--- src/rtl/agu_pkg.sv ---
package agu_pkg;
  typedef enum logic [2:0] {
    AM_DISP       = 3'd0,
    AM_REG        = 3'd1,
    AM_REG_D      = 3'd2,
    AM_REG_IDX    = 3'd3,
    AM_REG_IDX_D  = 3'd4,
    AM_REG_SIDX   = 3'd5,
    AM_REG_SIDX_D = 3'd6,
    AM_SIDX_D     = 3'd7
  } amode_e;

  typedef enum logic [1:0] {
    SG_EXTRA = 2'd0,
    SG_CODE  = 2'd1,
    SG_STACK = 2'd2,
    SG_DATA  = 2'd3
  } seg_e;

  localparam int NSEG = 4;
  localparam int DISPW = 32;
  localparam int LEG_OFFW = 16;
  localparam int LEG_LINW = 20;

  function automatic logic am_has_base(amode_e m);
    return (m != AM_DISP) && (m != AM_SIDX_D);
  endfunction

  function automatic logic am_has_idx(amode_e m);
    return (m == AM_REG_IDX) || (m == AM_REG_IDX_D) || (m == AM_REG_SIDX) ||
           (m == AM_REG_SIDX_D) || (m == AM_SIDX_D);
  endfunction

  function automatic logic am_has_scale(amode_e m);
    return (m == AM_REG_SIDX) || (m == AM_REG_SIDX_D) || (m == AM_SIDX_D);
  endfunction

  function automatic logic am_has_disp(amode_e m);
    return (m == AM_DISP) || (m == AM_REG_D) || (m == AM_REG_IDX_D) ||
           (m == AM_REG_SIDX_D) || (m == AM_SIDX_D);
  endfunction
endpackage

--- src/rtl/agu_offset.sv ---
module agu_offset
  import agu_pkg::*;
#(
  parameter int AW = 32
) (
  input  amode_e           mode,
  input  logic [AW-1:0]    base,
  input  logic [AW-1:0]    index,
  input  logic [1:0]       scale,
  input  logic [DISPW-1:0] disp,
  input  logic [1:0]       disp_size,
  input  logic             legacy,
  output logic [AW-1:0]    off
);
  logic [DISPW-1:0] d_sized;
  logic [AW-1:0]    d_ext;
  logic [AW-1:0]    t_base;
  logic [AW-1:0]    t_idx;
  logic [AW-1:0]    t_disp;
  logic [AW-1:0]    sum;
  logic [1:0]       shamt;

  always_comb begin
    case (disp_size)
      2'd0:    d_sized = {{(DISPW-8){disp[7]}}, disp[7:0]};
      2'd1:    d_sized = {{(DISPW-16){disp[15]}}, disp[15:0]};
      default: d_sized = disp;
    endcase
    for (int b = 0; b < AW; b++) begin
      d_ext[b] = (b < DISPW) ? d_sized[b] : d_sized[DISPW-1];
    end
  end

  always_comb begin
    shamt  = am_has_scale(mode) ? scale : 2'd0;
    t_base = am_has_base(mode) ? base : '0;
    t_idx  = am_has_idx(mode) ? (index << shamt) : '0;
    t_disp = am_has_disp(mode) ? d_ext : '0;
    sum    = t_base + t_idx + t_disp;
    off    = legacy ? {{(AW-LEG_OFFW){1'b0}}, sum[LEG_OFFW-1:0]} : sum;
  end
endmodule

--- src/rtl/agu_segsel.sv ---
module agu_segsel
  import agu_pkg::*;
(
  input  amode_e     mode,
  input  logic       base_is_stack,
  input  logic       fetch,
  input  logic       ovr_en,
  input  logic [1:0] ovr_sel,
  output seg_e       sel
);
  always_comb begin
    if (fetch) begin
      sel = SG_CODE;
    end else if (ovr_en) begin
      sel = seg_e'(ovr_sel);
    end else if (base_is_stack && am_has_base(mode)) begin
      sel = SG_STACK;
    end else begin
      sel = SG_DATA;
    end
  end
endmodule

--- src/rtl/agu_segfile.sv ---
module agu_segfile
  import agu_pkg::*;
#(
  parameter int AW = 32
) (
  input  logic          clk,
  input  logic          rst_n,
  input  logic          wr_en,
  input  logic [1:0]    wr_sel,
  input  logic [AW-1:0] wr_data,
  input  seg_e          rd_sel,
  output logic [AW-1:0] rd_data
);
  logic [AW-1:0] seg_q [NSEG];

  for (genvar g = 0; g < NSEG; g++) begin : g_seg
    logic          ld;
    logic [AW-1:0] seg_d;

    always_comb begin
      ld    = wr_en && (wr_sel == 2'(g));
      seg_d = ld ? wr_data : seg_q[g];
    end

    always_ff @(posedge clk or negedge rst_n) begin
      if (!rst_n) seg_q[g] <= '0;
      else        seg_q[g] <= seg_d;
    end
  end

  assign rd_data = seg_q[rd_sel];
endmodule

--- src/rtl/addr_gen.sv ---
module addr_gen
  import agu_pkg::*;
#(
  parameter int AW = 32
) (
  input  logic          clk,
  input  logic          rst_n,
  input  logic          seg_wr_en,
  input  logic [1:0]    seg_wr_sel,
  input  logic [AW-1:0] seg_wr_data,
  input  logic          req,
  input  logic [2:0]    mode,
  input  logic [AW-1:0] base,
  input  logic [AW-1:0] index,
  input  logic [1:0]    scale,
  input  logic [31:0]   disp,
  input  logic [1:0]    disp_size,
  input  logic          base_is_stack,
  input  logic          fetch,
  input  logic          ovr_en,
  input  logic [1:0]    ovr_sel,
  input  logic          legacy,
  output logic          addr_valid,
  output logic [AW-1:0] lin_addr,
  output logic [AW-1:0] eff_off,
  output logic [1:0]    seg_used
);
  amode_e        am;
  seg_e          sel;
  logic [AW-1:0] off;
  logic [AW-1:0] segbase;
  logic [AW-1:0] lin_flat;
  logic [LEG_LINW-1:0] lin_leg;
  logic [AW-1:0] lin_c;

  logic          valid_d;
  logic [AW-1:0] lin_d;
  logic [AW-1:0] off_d;
  logic [1:0]    seg_d;

  assign am = amode_e'(mode);

  agu_offset #(.AW(AW)) u_off (
    .mode(am), .base(base), .index(index), .scale(scale),
    .disp(disp), .disp_size(disp_size), .legacy(legacy), .off(off)
  );

  agu_segsel u_sel (
    .mode(am), .base_is_stack(base_is_stack), .fetch(fetch),
    .ovr_en(ovr_en), .ovr_sel(ovr_sel), .sel(sel)
  );

  agu_segfile #(.AW(AW)) u_segs (
    .clk(clk), .rst_n(rst_n), .wr_en(seg_wr_en), .wr_sel(seg_wr_sel),
    .wr_data(seg_wr_data), .rd_sel(sel), .rd_data(segbase)
  );

  always_comb begin
    lin_flat = segbase + off;
    lin_leg  = {segbase[LEG_OFFW-1:0], 4'b0000} +
               {{(LEG_LINW-LEG_OFFW){1'b0}}, off[LEG_OFFW-1:0]};
    lin_c    = legacy ? {{(AW-LEG_LINW){1'b0}}, lin_leg} : lin_flat;
  end

  always_comb begin
    valid_d = req;
    lin_d   = lin_addr;
    off_d   = eff_off;
    seg_d   = seg_used;
    if (req) begin
      lin_d = lin_c;
      off_d = off;
      seg_d = sel;
    end
  end

  always_ff @(posedge clk or negedge rst_n) begin
    if (!rst_n) begin
      addr_valid <= 1'b0;
      lin_addr   <= '0;
      eff_off    <= '0;
      seg_used   <= 2'd0;
    end else begin
      addr_valid <= valid_d;
      lin_addr   <= lin_d;
      eff_off    <= off_d;
      seg_used   <= seg_d;
    end
  end
endmodule

--- config.mk ---
export PLATFORM = sky130hd
export DESIGN_NAME = addr_gen
export DESIGN_NICKNAME = d
export VERILOG_FILES = /design/src/rtl/agu_pkg.sv /design/src/rtl/agu_offset.sv /design/src/rtl/agu_segsel.sv /design/src/rtl/agu_segfile.sv /design/src/rtl/addr_gen.sv
export SDC_FILE = /design/constraint.sdc
export NUM_CORES = 1
export LEC_CHECK = 0
export ABC_AREA = 1
export BUFFER_PORTS_ARGS = -buffer_cell sky130_fd_sc_hd__buf_2
export CAP_MARGIN = 20
export CORE_MARGIN = 2
export CORE_UTILIZATION = 45
export CTS_CLUSTER_DIAMETER = 150
export DETAILED_ROUTE_END_ITERATION = 10
export PLACE_DENSITY_LB_ADDON = 0.25
export SLEW_MARGIN = 20
export SYNTH_ARGS = -nofsm -noshare
export SYNTH_HDL_FRONTEND = slang
export SYNTH_SLANG_ARGS = --single-unit
--- constraint.sdc ---
create_clock -name clk -period 3.3 [get_ports clk]
set_input_delay 0.33 -clock clk [delete_from_list [all_inputs] [get_ports clk]]
set_output_delay 0.33 -clock clk [all_outputs]
set_load 0.005 [all_outputs]
==> summary.txt <==
Worst setup path
  – CP Max Fanout: 6
  – CP bufs+invs: 9
  – CP startpoint kind: input pin
  – Max incr delay on CP: around 0.57 ns
  – RR Endpoint: lin_addr[14]$_DFFE_PN0P_
  – Path type of the worst setup path: in -> reg
  – Max stage delay cell, worst path: fa_2
  – Top delay family on crit path: simple AND/OR/NAND/NOR gates
  – Critical Path Sink Type: flip-flop
  – Worst Path Arrival: 4.81 ns
  – Reg2Reg Setup Slack: ~0.18 ns
  – Worst Reg2Reg Path Length in Cells: 15
  – Reg2reg start: u_segs.seg_q[0]$_DFFE_PN0P_
  – WP data required: roughly 3.6 ns

STA
  – Worst hold slack: -0.0213 ns
  – FMAX: 0.223 GHz
  – Final setup vio count: 36
  – Worst setup margin: -1.18 ns
  – Final hold vios: 16
  – Final max-slew violation count: 0
  – Final period utilization: 136%
  – Fin crit period: ~4.5 ns
  – Setup TNS: -27.92 ns
  – Worst-margin pin slew: 0.902 ns
  – Max-slew headroom: 39.8%
  – Clock skew: approximately 0.013 ns
  – RSZ-0062 raised after global routing: true

Route
  – DRT Pass-1 Iters: 5
  – Met2 WL post-DR: approximately 26,000 um
  – WL met3: about 4400 um
  – DR vias: around 17,000
  – Met1 wire length: around 22,000 um
  – Vias per inst: 5.56
  – Drc violations: 0
  – WL final: between 50,000 and 60,000 um
  – Drt initial violations: around 1,600
  – Routed WL per cell: 18.6 um
  – Antenna Nets Post-Route: 0
  – DR top layer: met4

Outcome
  – Outcome: finished, violations left
  – Failing checks: negative hold slack, negative setup slack

Hold path
  – Worst min-delay path category: in -> async

Floorplan
  – Core ar.: 30,700 um2
  – Number of core rows: 64
  – Die height: approximately 180 um
  – I/O pin total: 214
  – Horiz. Die Dim: 181 um
  – Die area: between 30,000 and 40,000 um2
  – Starting Density: ~46%

Global route
  – First-pass GRT wire length: between 80,000 and 90,000 um
  – Vias in the first global route: approximately 16,000
  – Largest net degree at the start of global routing: between 100 and 150
  – Initial antenna violation count: 0
  – Total GRT Usage: between 30 and 40%
  – Grt ovf: 0

Synth
  – Post-synthesis net count: between 2,000 and 2,500
  – Mean Syn Cell Area: between 7 and 8 um2
  – Top FF cell, synth: dfrtp_1
  – Synth Register Bits: roughly 200
  – Synthesis warning total: 0
  – Post-synth ARST share: 100%
  – Top cells by area, synth: dfrtp_1 35%, nand2_1 15%, o21ai_0 10%
  – Area leader, netlist: dfrtp_1
  – Top cell type's share of synthesized area: 34.5%
  – Mapped cell area: 14,100 um2
  – EDFF count, synth: 0
  – Seq/Total Area, Yosys: roughly 35%
  – Synth unique cells: 49
  – Syn Inst Count: between 2,000 and 2,500

Final layout
  – Fin nets: approximately 2,800
  – Fin util: 71.4%
  – Area added between synthesis and finish: 55.4%
  – Fin area: around 22,000 um2
  – Final cell count without fillers: 2,985
  – Ant diodes: 0
  – Commonest non-fill, non-tap cells in the layout: 469 x nand2_1, 350 x buf_4, 224 x o21ai_0
  – Layout cells sized above 1: a little over two fifths
  – Commonest non-fill, non-tap cell in the layout: nand2_1
  – FILL cells: between 2,000 and 2,500

Pwr
  – Pwr per Cell Area: between 700 and 800 nW/um2
  – Total power: ~17 mW
  – VDD IR max: 511 uV
  – Leakage Power: between 10 and 15 nW

Clocking
  – TritonCTS clock tree: built
  – H-Tree Depth: 4
  – TritonCTS buffer count: 17
  – CTS Root Cell: clkbuf_16
  – CTS Buffer Depth: 2
  – Clock-pin slew on the worst setup and hold paths: 0.07 ns
  – Clock latency on the worst-skew pair: between 0.4 and 0.5 ns
  – Clk sinks: just under 200
  – Hold_buf cts: 0

Place
  – DP HPWL: between 30,000 and 40,000 um
  – Dpl cells: around 2,900
  – IO buf count: 213
  – Place WS: -1.77 ns
  – Placed Area: 18,300 um2
  – RePlAce Congestion: around 0.95

Job
  – Max-cap violation count: 0
==> layer usage <==
layer / global-route usage [%] / vias to the layer above
met5: 0 / -
met4: 11.9 / 0
met3: 4.33 / 215
met2: 51.5 / 870
met1: 39.8 / 7820
li1: - / 7680
==> worst max path at each step <==
stage	from	to	slack, ns	depth (start not counted)
after global routing	mode[1]	lin_addr[20]$_DFFE_PN0P_	-1.37	32
after detailed placement	mode[0]	lin_addr[30]$_DFFE_PN0P_	-1.77	34
after CTS	mode[0]	lin_addr[26]$_DFFE_PN0P_	-1.03	35
final	mode[1]	lin_addr[22]$_DFFE_PN0P_	-1.18	32
after global placement	mode[0]	lin_addr[30]$_DFFE_PN0P_	-1.61	32
after floorplan	mode[0]	lin_addr[28]$_DFFE_PN0P_	-1.0	32
==> cell families (layout without fill, tap and decap cells) <==
group	after synthesis	in the layout	synth area share (%)
adders and majority gates	107	107	11.3
AOI/OAI and AO/OA	507	507	19.3
and+or+nand+nor	824	824	23.4
buffers and inverters	346	922	9.31
xor gates and xnor gates	26	26	1.61
muxes	8	8	0.567
DFF	195	195	34.5
==> cell type report <==
class                           count  area (um2)  area share [%]
Tap cell                          396         495            2.26
Sequential cell                   195        4880            22.2
Timing Repair Buffer              622        4520            20.6
Clock buffer                       22         464            2.11
Multi-Input combinational cell   1472       10500            47.7
Clock inverter                      9         121           0.553
Inverter                          269        1020            4.63
==> what timing repair did <==
action,in CTS,in global routing
resized for setup,302,251
gates cloned,1,0
setup buffers,63,35
pin swaps,107,169
setup endpoints to repair,35,42
==> sequential cells by signal (all words and copies together) (netlist names) <==
signal / count
seg_used: 2
eff_off: 32
lin_addr: 32
u_segs.seg_q: 128
addr_valid: 1
==> report_power, final <==
part / total (mW) / switching [mW] / internal, mW
Sequential: 3.28 / 0.341 / 2.94
Clock: 2.14 / 0.974 / 1.17
Combinational: 11.9 / 6.21 / 5.69
==> cell usage after synthesis (all sizes together), types with 3 or more instances <==
| master | number |
|---|---|
| ha | 73 |
| o211ai | 3 |
| fa | 34 |
| nand3 | 60 |
| xor2 | 11 |
| o21ai | 296 |
| nand4 | 14 |
| xnor2 | 15 |
| nor3 | 7 |
| or2 | 3 |
| o22ai | 50 |
| o21bai | 5 |
| a21o | 4 |
| mux2i | 8 |
| buf | 12 |
| inv | 267 |
| a32oi | 3 |
| nand2 | 572 |
| nor2 | 158 |
| a31oi | 25 |
| a21oi | 112 |
| nand3b | 5 |
| clkbuf | 65 |
| dfrtp | 195 |
(Power assumes the default switching activity.)
